[src/rtl/acc_priv_pkg.sv]
package acc_priv_pkg;

  typedef enum logic [1:0] {
    PRV_USER  = 2'b00,
    PRV_SUPER = 2'b01,
    PRV_RSVD  = 2'b10,
    PRV_MACH  = 2'b11
  } priv_e;

  typedef enum logic [1:0] {
    ACC_FETCH = 2'b00,
    ACC_LOAD  = 2'b01,
    ACC_STORE = 2'b10,
    ACC_RSVD  = 2'b11
  } acc_kind_e;

  typedef struct packed {
    logic rd;
    logic wr;
    logic ex;
    logic usr;
  } page_perm_t;

  // The reserved code folds onto the least privileged level.
  function automatic priv_e fold_priv(input logic [1:0] code);
    if (code == PRV_RSVD) return PRV_USER;
    return priv_e'(code);
  endfunction

endpackage

[src/rtl/ovr_bit_reg.sv]
module ovr_bit_reg #(
  parameter bit HAS_USER = 1'b1
) (
  input  logic clk,
  input  logic rst,
  input  logic wr_en,
  input  logic wr_data,
  output logic q
);

  generate
    if (HAS_USER) begin : g_store
      logic bit_q;
      always_ff @(posedge clk) begin
        if (rst)        bit_q <= 1'b0;
        else if (wr_en) bit_q <= wr_data;
      end
      assign q = bit_q;
    end else begin : g_tied
      logic unused_wr;
      assign unused_wr = ^{clk, rst, wr_en, wr_data};
      assign q = 1'b0;
    end
  endgenerate

endmodule

[src/rtl/eff_priv_sel.sv]
module eff_priv_sel
  import acc_priv_pkg::*;
(
  input  logic [1:0] cur_priv,
  input  logic [1:0] prev_priv,
  input  logic       ovr,
  input  acc_kind_e  kind,
  output priv_e      eff
);

  logic data_side;

  always_comb begin
    data_side = (kind == ACC_LOAD) || (kind == ACC_STORE);
    if (data_side && ovr) eff = fold_priv(prev_priv);
    else                  eff = fold_priv(cur_priv);
  end

endmodule

[src/rtl/page_perm_eval.sv]
module page_perm_eval
  import acc_priv_pkg::*;
(
  input  priv_e      eff,
  input  acc_kind_e  kind,
  input  page_perm_t perm,
  input  logic       exec_rd,
  output logic       allow
);

  logic kind_ok;
  logic owner_ok;

  always_comb begin
    unique case (kind)
      ACC_LOAD:  kind_ok = perm.rd | (perm.ex & exec_rd);
      ACC_STORE: kind_ok = perm.wr;
      ACC_FETCH: kind_ok = perm.ex;
      default:   kind_ok = 1'b0;
    endcase

    unique case (eff)
      PRV_SUPER: owner_ok = !((kind == ACC_FETCH) && perm.usr);
      default:   owner_ok = perm.usr;
    endcase

    if (kind == ACC_RSVD)      allow = 1'b0;
    else if (eff == PRV_MACH)  allow = 1'b1;
    else                       allow = kind_ok & owner_ok;
  end

endmodule

[src/rtl/acc_priv_gate.sv]
module acc_priv_gate
  import acc_priv_pkg::*;
#(
  parameter bit HAS_USER = 1'b1
) (
  input  logic       clk,
  input  logic       rst,
  input  logic [1:0] cur_priv,
  input  logic [1:0] prev_priv,
  input  logic       exec_rd,
  input  logic       ovr_wr_en,
  input  logic       ovr_wr_data,
  output logic       ovr_q,
  input  logic       acc_valid,
  input  logic [1:0] acc_kind,
  input  logic       pg_r,
  input  logic       pg_w,
  input  logic       pg_x,
  input  logic       pg_u,
  output logic       res_valid,
  output logic [1:0] res_priv,
  output logic       res_allow,
  output logic       res_fault
);

  acc_kind_e  kind;
  page_perm_t perm;
  priv_e      eff;
  logic       allow;

  assign kind = acc_kind_e'(acc_kind);
  assign perm = '{rd: pg_r, wr: pg_w, ex: pg_x, usr: pg_u};

  ovr_bit_reg #(.HAS_USER(HAS_USER)) u_ovr (
    .clk     (clk),
    .rst     (rst),
    .wr_en   (ovr_wr_en),
    .wr_data (ovr_wr_data),
    .q       (ovr_q)
  );

  eff_priv_sel u_sel (
    .cur_priv  (cur_priv),
    .prev_priv (prev_priv),
    .ovr       (ovr_q),
    .kind      (kind),
    .eff       (eff)
  );

  page_perm_eval u_perm (
    .eff     (eff),
    .kind    (kind),
    .perm    (perm),
    .exec_rd (exec_rd),
    .allow   (allow)
  );

  always_ff @(posedge clk) begin
    if (rst) begin
      res_valid <= 1'b0;
      res_priv  <= 2'b00;
      res_allow <= 1'b0;
      res_fault <= 1'b0;
    end else begin
      res_valid <= acc_valid;
      res_priv  <= acc_valid ? eff : PRV_USER;
      res_allow <= acc_valid & allow;
      res_fault <= acc_valid & ~allow;
    end
  end

endmodule

[config.mk]
export PLATFORM = sky130hd
export DESIGN_NAME = acc_priv_gate
export DESIGN_NICKNAME = d
export VERILOG_FILES = /design/src/rtl/acc_priv_pkg.sv /design/src/rtl/ovr_bit_reg.sv /design/src/rtl/eff_priv_sel.sv /design/src/rtl/page_perm_eval.sv /design/src/rtl/acc_priv_gate.sv
export SDC_FILE = /design/constraint.sdc
export NUM_CORES = 1
export LEC_CHECK = 0
export CORE_AREA = 3 3 40 42
export CTS_BUF_LIST = sky130_fd_sc_hd__clkbuf_2
export DETAILED_ROUTE_END_ITERATION = 16
export DIE_AREA = 0 0 43 45
export HOLD_SLACK_MARGIN = 0.1
export SYNTH_ARGS = -nofsm -noshare
export SYNTH_HDL_FRONTEND = slang
export SYNTH_SLANG_ARGS = --single-unit
[constraint.sdc]
create_clock -name clk -period 1.3 [get_ports clk]
set_clock_uncertainty 0.15 [all_clocks]
set_input_delay 0.13 -clock clk [delete_from_list [all_inputs] [get_ports clk]]
set_output_delay 0.13 -clock clk [all_outputs]
set_load 0.02 [all_outputs]
---- After elaboration in Yosys (flattened, before gate mapping) ----
Cells that the tools add are included.
word-level totals
  flip-flop bits (word level) ............. 6
  logic and storage cells ................. 38
  output and inout bits ................... 6
  bits of input ports ..................... 16
cells by class
  mux-type cells .......................... 13
  bitwise gates (word level) .............. 7
  eq/ne operators ......................... 7
  reduce and logical (&&, ||, !) cells .... 6
operators by type and width
  operator              number
  $eq A2 B2 Y1 const B  5
  $mux W2               5
  $mux W1               7
  $and A1 B1 Y1         4
  $eq A2 B1 Y1 const B  2
  $pmux W1 S3           1
  $logic_and A1 B1 Y1   2
  $logic_not A2 Y1      1
  $not A1 Y1            2
  $reduce_or A2 Y1      1
  $logic_not A1 Y1      1
  $logic_or A1 B1 Y1    1
  $or A1 B1 Y1          1

---- Depth between registers and ports, before layout ----
Gate-level depths: netlist (run 1).
  depth after elaboration ................. 13
  mapped depth ............................ 6
  depth with buffers taken out ............ 6

---- Cells and area by module ----
From an unflattened synthesis (run 1), not the netlist that was laid out.
second synthesis, totals
  cells, all modules ...................... 28
  area, all modules ....................... 295.3 µm²
modules (own cells, without submodules)
  module          cells each  area each (µm²)  sequential area each (µm²)  instances
  acc_priv_gate   10          145.1            100.1                       1
  page_perm_eval  9           71.3             0.0                         1
  eff_priv_sel    6           45.0             0.0                         1
  ovr_bit_reg     3           33.8             20.0                        1

---- Least setup slack after synthesis (run 1) ----
Ideal clock, no wire load.
  path kind ............................... input-to-reg
  start point ............................. in acc_kind[0]
  end point ............................... reg res_allow
  stages on the path ...................... 6
  path buffers ............................ 0
  required time ........................... 1.035 ns
  setup time .............................. 0.115 ns
  arrival ................................. 1.074 ns
  path slack .............................. -0.039 ns
  path through ............................ inv_1 ha_1 a21bo_2 a21oi_1 o21ai_1 and3_1
on the way
  cells in the longest elaborated chain, start to end .. 10
  elaborated cells on any way between the ends .. 17
  those cells by class .................... eq/ne (5); mux (5); bitwise (2); reduce/logical (5)
ends and longest elaborated chain
  item                                                 line                                      source
  from (decl)                                          acc_priv_gate.sv:15                       input logic [1:0] acc_kind,
  $eq A2 B1 Y1 / $eq A2 B2 Y1 (equally long branches)  eff_priv_sel.sv:14, page_perm_eval.sv:15
  $logic_or A1 B1 Y1                                   eff_priv_sel.sv:14                        data_side = (kind == ACC_LOAD) || (kind == ACC_STORE);
  $logic_and A1 B1 Y1                                  eff_priv_sel.sv:15                        if (data_side && ovr) eff = fold_priv(prev_priv);
  $mux W2                                              eff_priv_sel.sv:15
  $eq A2 B1 Y1                                         page_perm_eval.sv:22                      unique case (eff)
  $mux W1                                              page_perm_eval.sv:22
  $and A1 B1 Y1                                        page_perm_eval.sv:29                      else allow = kind_ok & owner_ok;
  $mux W1                                              page_perm_eval.sv:28                      else if (eff == PRV_MACH) allow = 1'b1;
  $mux W1 (*)                                          page_perm_eval.sv:27                      if (kind == ACC_RSVD) allow = 1'b0;
  $and A1 B1 Y1 (*)                                    acc_priv_gate.sv:67                       res_allow <= acc_valid & allow;
  to (signal assigned)                                 acc_priv_gate.sv:67
  to (decl)                                            acc_priv_gate.sv:22                       output logic res_allow,
Every way passes the cells marked *; elsewhere a longest branch is shown, timed or not.
A chain may end at the register's enable or synchronous reset.

---- Worst setup path in the final report (run 1) ----
  start point ............................. in cur_priv[0]
  end point ............................... reg res_allow
on the way
  cells in the longest elaborated chain, start to end .. 11
  elaborated cells on any way between the ends .. 12
  those cells by class .................... eq/ne (3); mux (7); bitwise (2)
ends and longest elaborated chain
  item               line                  source
  from (decl)        acc_priv_gate.sv:8    input logic [1:0] cur_priv,
  $eq A2 B2 Y1       acc_priv_pkg.sv:26    if (code == PRV_RSVD) return PRV_USER;
  $mux W1            acc_priv_pkg.sv:26
  $mux W1            eff_priv_sel.sv:15
  $mux W2 (*)        acc_priv_pkg.sv:27    return priv_e'(code);
  $mux W2 (*)        eff_priv_sel.sv:15
  $eq A2 B1 Y1       page_perm_eval.sv:22
  $mux W1            page_perm_eval.sv:22
  $and A1 B1 Y1      page_perm_eval.sv:29
  $mux W1 (*)        page_perm_eval.sv:28
  $mux W1 (*)        page_perm_eval.sv:27
  $and A1 B1 Y1 (*)  acc_priv_gate.sv:67
Every way passes the cells marked *; elsewhere a longest branch is shown, timed or not. The select of a mux whose other input is x is not followed.

==> flow_summary.toml, run 1 <==
[route]
dr.pass1.iters = 4
dr_vias = 338
remaining_antenna_violation_count = 0
totalWireLength_um = 670
avgRoutedWirePerCell_um = 8.481
route.detailed.drc = 0
viasPerCell = 4.278
drt_first_iter_violations = 4

[hold_path]
hold_depth = 2
hold_start = "rst"
min_to = "u_ovr.q"
hp-class = "primary input to register"

[setup_path]
crit-reg2reg-launch = "u_ovr.q"
end_kind = "register"
crit_path_start_kind = "primary input"
worstReg2RegEnd = "res_allow"
worst_ep_arrival_time_ns = 1.22
r2r_setup_slack_ns = 0.10
timing.critical_path.fanout_max = 3
critical_path_class = "primary input to register"
rr_worst_depth = 4
worst_ep_required_time_ns = 1.25

[placement]
hpwlAfterDp_um = 596.7
placed_area_um2 = 598.1
gp_congestion = 0.6797
place.port_buffers = 21

[global_routing]
grt.total_usage = 0.08667
number_of_antenna_violations_at_the_first_check_in_global_routing = 0
grt_start_max_net_pins = 7
grt_first_pass_wirelength_mm = 1.179
global_route.overflow_total = 0
first_global_vias = 319

[finish]
final_cell_mix = "10 x clkdlybuf4s50_1, 9 x dlygate4sd2_1, 8 x buf_4"
finish.instance_area_um2 = 609.3
final_layout_size_suffix_gt1_frac = 0.3438
nNetsFinal = 86
num-fill-cells = 130
area_growth_syn_to_layout_pct = 105.5
layout.cells.most_common = "clkdlybuf4s50_1"
diodes = 0

[clock_tree]
clkTransAtPathRegs_ns = 0.06
clock_tree_from_tritoncts = "done"
clock_insertion_delay_worst_skew_ns = 0.22
cts-root-to-sink-buffers = 2
cts_made_buffers = 3
cts.htree.levels = 1
cts_setup_buffers = 0
numClockSinks = 6
cts_root_buffer = "clkbuf_2"

[flow_run]
drv_cap = 0

[die]
die_width_um = 43
fp-row-count = 13
floorplan.die.height_um = 45
io-pin-count = 22
design.core.area_mm2 = 0.001285
dieArea_mm2 = 0.001935
start_util = 0.2308

[sta]
rsz0062_at_grt = "no"
worst_slew_pin_slew_ns = 0.3500
finalHoldViolations = 0
post_route_minimum_period_ns = 1.269
report.final.setup_viol = 0
post-route-period-util = 0.9765
timing_max_transition_violations_final = 0
hold_ws_ns = 0.3019
slew_headroom = 0.7666
achievable-frequency_mhz = 787.7

[pwr]
switching_share = 0.2582
power.ir.vdd_worst_uv = 397.9
p_comb_frac = 0.292
power_per_cell_area_mw_per_mm2 = 744.5
total_switching_power_mw = 0.1171
seq_power_share = 0.435
static-leakage-power_nw = 0.3053
p_clk_frac = 0.273
p_int_mw = 0.3365

[logic_synthesis]
synthesis.area_per_instance_um2 = 9.267
synth.cell_area_um2 = 296.5
synth-seq-cells = 6
synth_seq_area_share = 0.4051
syn_nets = 52
ys_types = 16
synth-warning-count = 0
synth_cells = 32

[status]
run_status = "finished, final reports clean"
## worst max-delay path by stage
stage / endpoint / cells after the start / startpoint
2_1_floorplan: res_allow / 6 / acc_kind[0]
5_1_grt: res_allow / 5 / cur_priv[0]
6_report: res_allow / 5 / cur_priv[0]
3_5_place_dp: res_allow / 7 / acc_kind[0]
4_1_cts: res_allow / 7 / acc_kind[0]
3_3_place_gp: res_allow / 7 / acc_kind[0]
## area by class of cell
cell class / instances / area (um^2) / share of cell area
Timing Repair Buffer: 29 / 249.0 / 0.4086
Multi-Input combinational cell: 22 / 190.2 / 0.3121
Sequential cell: 6 / 121.4 / 0.1992
Tap cell: 15 / 18.77 / 0.03080
Clock buffer: 3 / 15.01 / 0.02464
Inverter: 4 / 15.01 / 0.02464
## stage by stage
stage	std cells	setup WS (ns)	power (mW)	utilization	setup TNS, ns
3_5_place_dp	76	-0.5447	0.3417	0.4654	-1.776
2_1_floorplan	32	0.01387	0.2501	-	0
5_1_grt	79	0.01116	0.4915	0.4742	0
6_report	79	0.03051	0.4536	0.4742	0
4_1_cts	79	-0.01011	0.4607	0.4722	-0.01011
3_3_place_gp	76	-0.5340	0.3408	0.4654	-1.749
## power by group through the flow
stage | logic [mW] | clock network, mW | registers, mW
CTS | 0.131 | 0.133 | 0.197
finish | 0.132 | 0.124 | 0.197
detailed placement | 0.140 | 0 | 0.201
global placement | 0.139 | 0 | 0.201
global route | 0.146 | 0.147 | 0.199
floorplan | 0.0371 | 0 | 0.213
## cells in the mapped netlist
cell / instances / share of area
dfxtp_1: 6 / 0.41
ha_1: 4 / 0.17
inv_1: 4 / 0.051
a21oi_1: 3 / 0.051
a31oi_1: 2 / 0.042
nand2_1: 2 / 0.025
nor2_1: 2 / 0.025
a21bo_2: 1 / 0.034
a21o_1: 1 / 0.025
a222oi_1: 1 / 0.034
and3_1: 1 / 0.021
and4_1: 1 / 0.030
mux2i_1: 1 / 0.034
nand2b_1: 1 / 0.021
nand3_1: 1 / 0.017
o21ai_1: 1 / 0.017
## metal layers
layer	vias up	wire, um	global-route usage
met5	-	0	0
met4	0	0	0.03614
met3	0	76	0.05976
met2	17	290	0.1198
met1	143	303	0.1039
li1	178	-	-
## critical path, stage by stage
cell and delay (ns):
clkdlybuf4s50_1 0.47, a21bo_2 0.25, a21oi_2 0.15, o21ai_2 0.07
and3_1 0.17
## cell families (layout without fill, tap and decap cells)
kind of cell             count (synthesis)  in the layout  synth area share
flip-flops                               6              6            0.4051
buffers and inverters                    4             36           0.05062
AND/OR/NAND/NOR                          8              8            0.1393
adder cells (fa/ha/maj)                  4              4            0.1688
AO/OA/AOI/OAI                            9              9            0.2025
multiplexers                             1              1           0.03376
## what timing repair did
item,4_1_cts,5_1_grt
hold buffers,0,0
pin swaps,4,3
endpoints found under the setup margin,10,3
resized for setup,16,6
endpoints found under the hold margin,0,0
## state kept, by name, summed over array words and instances, names as in the netlist
| register | cells |
|---|---|
| res_allow | 1 |
| res_fault | 1 |
| res_priv | 2 |
| res_valid | 1 |
| u_ovr.q | 1 |
Power figures use the tool's default switching activity.
==> inputs of run 2 (changes only) <==
--- a/config.mk
+++ b/config.mk
@@ -9,7 +9,6 @@
 export CTS_BUF_LIST = sky130_fd_sc_hd__clkbuf_2
 export DETAILED_ROUTE_END_ITERATION = 16
 export DIE_AREA = 0 0 43 45
-export HOLD_SLACK_MARGIN = 0.1
 export SYNTH_ARGS = -nofsm -noshare
 export SYNTH_HDL_FRONTEND = slang
 export SYNTH_SLANG_ARGS = --single-unit
==> results of run 2 <==
Final layout, timing and power as in run 1 (identical DEF).
